===== src/rtl/mtimer_pkg.sv =====
`timescale 1ns/1ps
package mtimer_pkg;
    localparam int DW = 32;

    // control word bit positions
    localparam int B_SPH  = 31;
    localparam int B_EN   = 30;
    localparam int B_IE   = 29;
    localparam int B_SPL  = 28;
    localparam int B_PER  = 27;
    localparam int B_CRST = 26;
    localparam int B_ACT  = 25;

    localparam logic [7:0]    PSC_RST  = 8'd5;
    localparam logic [DW-1:0] WDOG_RST = 32'h0000_0400;

    localparam int OFS_STAT = 32'h18;
    localparam int OFS_WDOG = 32'h1C;
    localparam int OFS_INIT = 8;
    localparam int OFS_CUR  = 16;

    typedef enum logic [2:0] {
        HIT_NONE,
        HIT_CTRL,
        HIT_INIT,
        HIT_CUR,
        HIT_STAT,
        HIT_WDOG
    } hit_e;

    typedef enum logic {
        ST_IDLE,
        ST_RUN
    } run_e;

    // byte offset of a channel's control word; pairs of channels per 32-byte group
    function automatic int chan_base(int idx);
        return (idx / 2) * 32 + (idx % 2) * 4;
    endfunction
endpackage


===== src/rtl/mtimer_decode.sv =====
`timescale 1ns/1ps
module mtimer_decode
    import mtimer_pkg::*;
#(
    parameter int NCH = 5,
    parameter int AW  = 12,
    localparam int CIW = (NCH > 1) ? $clog2(NCH) : 1
) (
    input  logic [AW-1:0]  addr,
    output hit_e           kind,
    output logic [CIW-1:0] chan
);
    always_comb begin
        kind = HIT_NONE;
        chan = '0;
        if (addr[1:0] == 2'b00) begin
            if (addr == AW'(OFS_STAT)) begin
                kind = HIT_STAT;
            end else if (addr == AW'(OFS_WDOG)) begin
                kind = HIT_WDOG;
            end
            for (int i = 0; i < NCH; i++) begin
                if (addr == AW'(chan_base(i))) begin
                    kind = HIT_CTRL;
                    chan = CIW'(i);
                end
                if (addr == AW'(chan_base(i) + OFS_INIT)) begin
                    kind = HIT_INIT;
                    chan = CIW'(i);
                end
                if (addr == AW'(chan_base(i) + OFS_CUR)) begin
                    kind = HIT_CUR;
                    chan = CIW'(i);
                end
            end
        end
    end
endmodule


===== src/rtl/mtimer_chan.sv =====
`timescale 1ns/1ps
module mtimer_chan
    import mtimer_pkg::*;
#(
    parameter int CW = 32,
    parameter int PW = 8
) (
    input  logic          clk,
    input  logic          rst_n,
    input  logic          tick,
    input  logic          ctrl_we,
    input  logic          init_we,
    input  logic [DW-1:0] wdata,
    output logic [DW-1:0] ctrl_rd,
    output logic [CW-1:0] init_rd,
    output logic [CW-1:0] cnt_rd,
    output logic          ie,
    output logic          run,
    output logic          expire
);
    localparam logic [PW-1:0] PSC_INIT = PW'(PSC_RST);

    run_e          state_q, state_d;
    logic          ie_q, per_q, sph_q, spl_q;
    logic [PW-1:0] psc_q, phase_q;
    logic [CW-1:0] init_q, cnt_q;

    // write field decode; reload strobe overrides enable
    logic          w_crst, w_en;
    logic [PW-1:0] w_psc;
    logic          busy_wr, step, adv, step_exp, stop_exp;

    assign w_crst = wdata[B_CRST];
    assign w_en   = wdata[B_EN] & ~w_crst;
    assign w_psc  = wdata[PW-1:0];

    assign busy_wr  = ctrl_we | init_we;
    assign step     = tick & (state_q == ST_RUN) & ~busy_wr & (phase_q == psc_q);
    assign adv      = tick & (state_q == ST_RUN) & ~busy_wr & (phase_q != psc_q);
    assign step_exp = step & (cnt_q <= CW'(1));
    assign stop_exp = ctrl_we & ~w_crst & ~w_en & (state_q == ST_RUN) & (cnt_q == '0);

    // state register
    always_ff @(posedge clk or negedge rst_n) begin
        if (!rst_n) begin
            state_q <= ST_IDLE;
        end else begin
            state_q <= state_d;
        end
    end

    // next state
    always_comb begin
        state_d = state_q;
        unique case (state_q)
            ST_IDLE: begin
                if (ctrl_we && w_en) begin
                    state_d = ST_RUN;              // T_START
                end
            end
            ST_RUN: begin
                if (ctrl_we && !w_en) begin
                    state_d = ST_IDLE;             // T_STOP
                end else if (step_exp && !per_q) begin
                    state_d = ST_IDLE;             // T_SINGLE_END
                end
            end
            default: state_d = ST_IDLE;
        endcase
    end

    // datapath and fields
    always_ff @(posedge clk or negedge rst_n) begin
        if (!rst_n) begin
            ie_q    <= 1'b0;
            per_q   <= 1'b0;
            sph_q   <= 1'b0;
            spl_q   <= 1'b0;
            psc_q   <= PSC_INIT;
            phase_q <= '0;
            init_q  <= '0;
            cnt_q   <= '0;
        end else if (ctrl_we) begin
            ie_q  <= wdata[B_IE];
            per_q <= wdata[B_PER];
            sph_q <= wdata[B_SPH];
            spl_q <= wdata[B_SPL];
            psc_q <= w_psc;
            if (w_crst) begin
                cnt_q   <= init_q;
                phase_q <= '0;
            end else begin
                if (w_psc != psc_q) begin
                    phase_q <= '0;
                end
                if (stop_exp && wdata[B_PER]) begin
                    cnt_q <= init_q;
                end
            end
        end else if (init_we) begin
            init_q  <= wdata[CW-1:0];
            cnt_q   <= wdata[CW-1:0];
            phase_q <= '0;
        end else if (step) begin
            phase_q <= '0;
            if (cnt_q <= CW'(1)) begin
                cnt_q <= per_q ? init_q : '0;
            end else begin
                cnt_q <= cnt_q - CW'(1);
            end
        end else if (adv) begin
            phase_q <= phase_q + PW'(1);
        end
    end

    // outputs
    always_comb begin
        ctrl_rd          = '0;
        ctrl_rd[B_SPH]   = sph_q;
        ctrl_rd[B_EN]    = (state_q == ST_RUN);
        ctrl_rd[B_IE]    = ie_q;
        ctrl_rd[B_SPL]   = spl_q;
        ctrl_rd[B_PER]   = per_q;
        ctrl_rd[B_ACT]   = (state_q == ST_RUN);
        ctrl_rd[PW-1:0]  = psc_q;
    end

    assign init_rd = init_q;
    assign cnt_rd  = cnt_q;
    assign ie      = ie_q;
    assign run     = (state_q == ST_RUN);
    assign expire  = step_exp | stop_exp;
endmodule


===== src/rtl/mtimer_ctrl.sv =====
`timescale 1ns/1ps
module mtimer_ctrl
    import mtimer_pkg::*;
#(
    parameter int NCH = 5,
    parameter int AW  = 12,
    parameter int CW  = 32,
    parameter int PW  = 8
) (
    input  logic           clk,
    input  logic           rst_n,
    input  logic           tick,
    input  logic           wr_en,
    input  logic           rd_en,
    input  logic [AW-1:0]  addr,
    input  logic [DW-1:0]  wdata,
    output logic [DW-1:0]  rdata,
    output logic           ack,
    output logic [NCH-1:0] irq
);
    localparam int CIW = (NCH > 1) ? $clog2(NCH) : 1;

    hit_e           kind;
    logic [CIW-1:0] chan;

    logic [DW-1:0]  ctrl_rd  [NCH];
    logic [CW-1:0]  init_rd  [NCH];
    logic [CW-1:0]  cnt_vec  [NCH];
    logic [NCH-1:0] ie_vec, run_vec, exp_vec, stat_q, stat_clr;

    mtimer_decode #(.NCH(NCH), .AW(AW)) u_dec (
        .addr (addr),
        .kind (kind),
        .chan (chan)
    );

    for (genvar g = 0; g < NCH; g++) begin : g_ch
        logic ctrl_we_g, init_we_g;
        assign ctrl_we_g = wr_en && (kind == HIT_CTRL) && (chan == CIW'(g));
        assign init_we_g = wr_en && (kind == HIT_INIT) && (chan == CIW'(g));

        mtimer_chan #(.CW(CW), .PW(PW)) u_ch (
            .clk     (clk),
            .rst_n   (rst_n),
            .tick    (tick),
            .ctrl_we (ctrl_we_g),
            .init_we (init_we_g),
            .wdata   (wdata),
            .ctrl_rd (ctrl_rd[g]),
            .init_rd (init_rd[g]),
            .cnt_rd  (cnt_vec[g]),
            .ie      (ie_vec[g]),
            .run     (run_vec[g]),
            .expire  (exp_vec[g])
        );
    end

    // shared status word: set wins over a same-cycle clear
    assign stat_clr = (wr_en && kind == HIT_STAT) ? wdata[NCH-1:0] : '0;

    always_ff @(posedge clk or negedge rst_n) begin
        if (!rst_n) begin
            stat_q <= '0;
        end else begin
            stat_q <= (stat_q & ~stat_clr) | exp_vec;
        end
    end

    assign irq = ie_vec & stat_q;

    // registered read path and acknowledge
    always_ff @(posedge clk or negedge rst_n) begin
        if (!rst_n) begin
            rdata <= '0;
            ack   <= 1'b0;
        end else begin
            ack <= rd_en | wr_en;
            if (rd_en) begin
                unique case (kind)
                    HIT_CTRL: rdata <= ctrl_rd[chan];
                    HIT_INIT: rdata <= DW'(init_rd[chan]);
                    HIT_CUR:  rdata <= DW'(cnt_vec[chan]);
                    HIT_STAT: rdata <= DW'(stat_q);
                    HIT_WDOG: rdata <= WDOG_RST;
                    default:  rdata <= '0;
                endcase
            end
        end
    end
endmodule


===== config.mk =====
export PLATFORM = sky130hd
export DESIGN_NAME = mtimer_ctrl
export DESIGN_NICKNAME = d
export VERILOG_FILES = /design/src/rtl/mtimer_pkg.sv /design/src/rtl/mtimer_decode.sv /design/src/rtl/mtimer_chan.sv /design/src/rtl/mtimer_ctrl.sv
export SDC_FILE = /design/constraint.sdc
export NUM_CORES = 2
export LEC_CHECK = 0
export BUFFER_PORTS_ARGS = -buffer_cell sky130_fd_sc_hd__buf_2
export CELL_PAD_IN_SITES_DETAIL_PLACEMENT = 0
export CELL_PAD_IN_SITES_GLOBAL_PLACEMENT = 1
export CORE_MARGIN = 5
export CORE_UTILIZATION = 45
export CTS_BUF_LIST = sky130_fd_sc_hd__clkbuf_2 sky130_fd_sc_hd__clkbuf_4 sky130_fd_sc_hd__clkbuf_8
export DETAILED_ROUTE_END_ITERATION = 6
export HOLD_SLACK_MARGIN = 0.06
export MAX_ROUTING_LAYER = met4
export PLACE_DENSITY = 0.82
export SYNTH_ARGS = -nofsm -noshare
export SYNTH_HDL_FRONTEND = slang
export SYNTH_SLANG_ARGS = --single-unit

===== constraint.sdc =====
create_clock -name clk -period 3.95 [get_ports clk]
set_input_delay 0.1975 -clock clk [delete_from_list [all_inputs] [get_ports clk]]
set_output_delay 0.1975 -clock clk [all_outputs]
set_load 0.005 [all_outputs]

==> summary by stage <==
Synth
By area the synthesized netlist is led by sky130_fd_sc_hd__dfrtp_1 (38%), sky130_fd_sc_hd__nand2_1 (9.5%), sky130_fd_sc_hd__a221oi_1 (4.1%). The cell taking the most area after synthesis is sky130_fd_sc_hd__dfrtp_1. The dominant register cell in the synthesized netlist is sky130_fd_sc_hd__dfrtp_1. The count of mapped cells out of synthesis is approximately 3,600.

The post-synthesis sequential area ratio is 0.386. The top-area cell type share of the netlist area is 0.378. The synthesized netlist net count is roughly 3,700. The async set or reset register ratio after synthesis is 1.00. The count of unique library cells instantiated by Yosys is between 90 and 100. The mapped netlist covers 30,000 um^2. Yosys printed 0 warnings. The number of enable flip-flop cells after synthesis is 0. Averaged over all synthesized cells, the footprint is between 8 and 9 um^2.

In this run, synthesis produced a sequential element count of approximately 460.

Run status
The final reports fail on design-rule violations. The run finished, with violations left.

Placement
The post-placement cell count is 4,404. Input and output buffers added on the ports amount to 86. The weighted congestion reported at the end of routability-driven placement is about 1.0. Detailed placement finished with a half-perimeter wire length of approximately 84,000 um.

Layout
The final layout contains ~3,700 nets. Leaving out fill and tap cells, the most frequent cells in the layout are sky130_fd_sc_hd__nand2_1 (758), sky130_fd_sc_hd__dfrtp_1 (453), sky130_fd_sc_hd__o21ai_0 (231), sky130_fd_sc_hd__a21oi_1 (206), sky130_fd_sc_hd__nor2_1 (195). From synthesis to final layout, the design area changed by 12.3%.

The share of the core filled with cells in the final layout is 0.511. In the final layout, the share of cells above drive strength 1 is 0.154. The register area is approximately 12,000 um^2.

The most frequent standard cell in the layout excluding fill and tap cells is sky130_fd_sc_hd__nand2_1. The multi-input combinational cells in the finished layout cover a total of ~17,000 um^2. The finished layout holds 4,599 standard cells, fillers aside. The number of inserted filler cells in the final layout is roughly 6,300.

Route
The initial detailed-routing violation count is ~3,900. The number of vias after detailed routing is around 30,000. The post-route antenna net violation count is 0.

Dividing the detail-routed wire length by the instance count gives approximately 27 um. The detail-routed via count per cell is about 6.5. The number of remaining DRC errors is 23. The first detailed-routing pass ran for 7 iterations. Summed over all layers, the routed wires come to roughly 120,000 um.

Job
The reported max-cap violation count is 0.

Timing
The minimum period implied by the final worst setup slack is around 3400 ps. The highest clock frequency the design can meet is about 290 MHz. Setup violations remaining at the end of the flow were counted as 0. The headroom to the max-slew limit is 0.251. The count of endpoints failing hold in the final timing report is 0. The slew at the pin with the worst max-slew slack is about 1100 ps. The final count of pins violating max slew is 0.

In the final timing run, aggregate negative setup slack is 0 ps. On the final layout, the worst clock skew is about 28 ps. Dividing the final minimum period by the clock period gives 0.869. Setup repair after global routing left no endpoint under its margin.

Worst setup path
The critical setup path kind is reg -> reg. In this run the worst path has a maximum fanout of 12. In this run the critical register-to-register path is captured at g_ch[1].u_ch.cnt_rd[24]. The worst register-to-register path begins at g_ch[1].u_ch.cnt_rd[6].

The kind of launch point of the worst setup path is a register. The count of cells along the worst register-to-register path is 7. The category of the worst setup path capture point is a register.

The worst path arrival time is approximately 4000 ps. Data on the critical path is required at its endpoint by 4540 ps. The worst-case register-to-register setup slack is around 520 ps.

Pwr
Across the VDD grid, the largest voltage drop is 0.000293 V. After layout, the design draws a total of ~14 mW. The power per unit of standard cell area is roughly 420 nW/um^2. For this design the static power due to leakage is 14.9 nW.

Clock network
The post-CTS setup buffer count is 0. The cell at the root of the clock tree is sky130_fd_sc_hd__clkbuf_8. For this design, the sink count on the clock tree is between 400 and 500.

The post-CTS clock slew at the launch and capture registers of the worst setup and hold paths is around 60 ps. TritonCTS created slightly below 90 clock buffers. The clock latency at the later pin of the worst-skew pair is approximately 700 ps.

The CTS H-tree depth is 3. TritonCTS built the clock tree. The deepest clock path buffer count is 3.

Floorplan
The core region area is approximately 66,000 um^2. The I/O pin count is 87. From bottom edge to top edge, the die measures 268 um. The die covers roughly 72,000 um^2. The count of standard-cell rows is between 90 and 100.

The effective utilization at floorplan is 0.455. In this run the horizontal extent of the chip is roughly 270 um.

Global routing
The total global-route track usage is 0.340. After global routing the overflow that remains totals 0. The initial antenna violation count came to 1. The number of global-route vias before repair is around 28,000. The maximum number of pins on one net before global-route repair is approximately 90. The first global-routing pass estimated around 180,000 um of wire.

Hold path
The path category of the worst min-delay check is in -> async.
==> registers in the layout (all words and copies together) (netlist names) <==
name,count
rdata,32
stat_q,5
g_ch.u_ch.sph_q,5
g_ch.u_ch.spl_q,5
g_ch.u_ch.phase_q,40
g_ch.u_ch.psc_q,40
g_ch.u_ch.init_rd,160
g_ch.u_ch.run,5
g_ch.u_ch.per_q,5
g_ch.u_ch.ie,5
ack,1
g_ch.u_ch.cnt_rd,160
==> synthesized netlist by cell type, drive strengths merged, types with 17 or more instances <==
cell type  number
o31ai          22
xnor2         105
o211ai         27
o22ai          47
nor2          200
nor4           70
mux2i          57
o21ai         257
xor2           88
o221ai         45
a221oi        151
inv            57
nor2b          18
nand4          48
nand3          98
nor3          102
or4            32
and3           32
dfrtp         453
a211oi         46
nand2b         25
buf            91
clkbuf        236
mux2           82
or3            27
and2           17
a21oi         227
a222oi         27
nand2         758
==> worst max-delay path: stages, from the launching register on <==
cell and delay, ps:
sky130_fd_sc_hd__dfrtp_1 430, sky130_fd_sc_hd__or4_1 730, sky130_fd_sc_hd__nor4b_2 520, sky130_fd_sc_hd__and4_1 360, sky130_fd_sc_hd__and3_1 250, sky130_fd_sc_hd__o31a_1 550
sky130_fd_sc_hd__o21ai_0 210, sky130_fd_sc_hd__a22o_1 270
==> worst max path at each step <==
stage | to | start | cells after the start
6_report | g_ch[1].u_ch.cnt_rd[24] | g_ch[1].u_ch.cnt_rd[6] | 7
5_1_grt | g_ch[1].u_ch.cnt_rd[24] | g_ch[1].u_ch.cnt_rd[6] | 7
4_1_cts | g_ch[1].u_ch.cnt_rd[24] | g_ch[1].u_ch.cnt_rd[6] | 7
3_5_place_dp | rdata[31] | addr[1] | 8
3_3_place_gp | rdata[31] | addr[1] | 8
2_1_floorplan | g_ch[0].u_ch.cnt_rd[18] | g_ch[0].u_ch.cnt_rd[28] | 9
==> where the power goes <==
part / switching [mW] / internal, mW
Clock: 2.22 / 2.81
Sequential: 0.383 / 4.95
Combinational: 2.21 / 1.58
==> per-layer routing <==
| layer | global-route usage | share of wire | vias up |
|---|---|---|---|
| li1 | - | - | 13300 |
| met1 | 0.466 | 0.41 | 14481 |
| met2 | 0.502 | 0.44 | 1691 |
| met5 | - | 0 | - |
| met4 | 0.118 | 0.040 | 0 |
| met3 | 0.0731 | 0.11 | 306 |
==> logic make-up (layout without fill, tap and decap cells) <==
| family | after synthesis | after routing | share of synthesized area |
|---|---|---|---|
| adder cells (fa/ha/maj) | 15 | 15 | 0.00625 |
| other | 0 | 5 | 0 |
| XOR/XNOR | 193 | 193 | 0.0563 |
| flip-flops | 463 | 463 | 0.386 |
| buffers and inverters | 384 | 470 | 0.0521 |
| multiplexers | 139 | 139 | 0.0498 |
| AND/OR/NAND/NOR | 1479 | 1479 | 0.228 |
| AO/OA/AOI/OAI | 971 | 971 | 0.221 |
==> final cells by class <==
cell class,count,share of cell area
diodes,5,0.000371
clock buffers,147,0.0526
clock inverters,9,0.00163
inverters,57,0.00634
multi-input cells,2797,0.505
flip-flops and latches,463,0.344
well taps,864,0.0321
repair buffers,257,0.0585
==> metrics by stage <==
step	hold slack [ps]	cell area (um^2)	setup slack [ps]
5_1_grt	160	33700	408
6_report	118	33700	518
3_5_place_dp	299	31500	473
4_1_cts	126	33700	559
2_1_floorplan	-98.1	30000	1140
3_3_place_gp	289	31500	459
==> repair_timing <==
item                      in CTS  in global routing
hold endpoints to repair     291                  0
gates resized for setup        0                  0
hold buffers                  34                  0
Power figures use the tool's default switching activity.
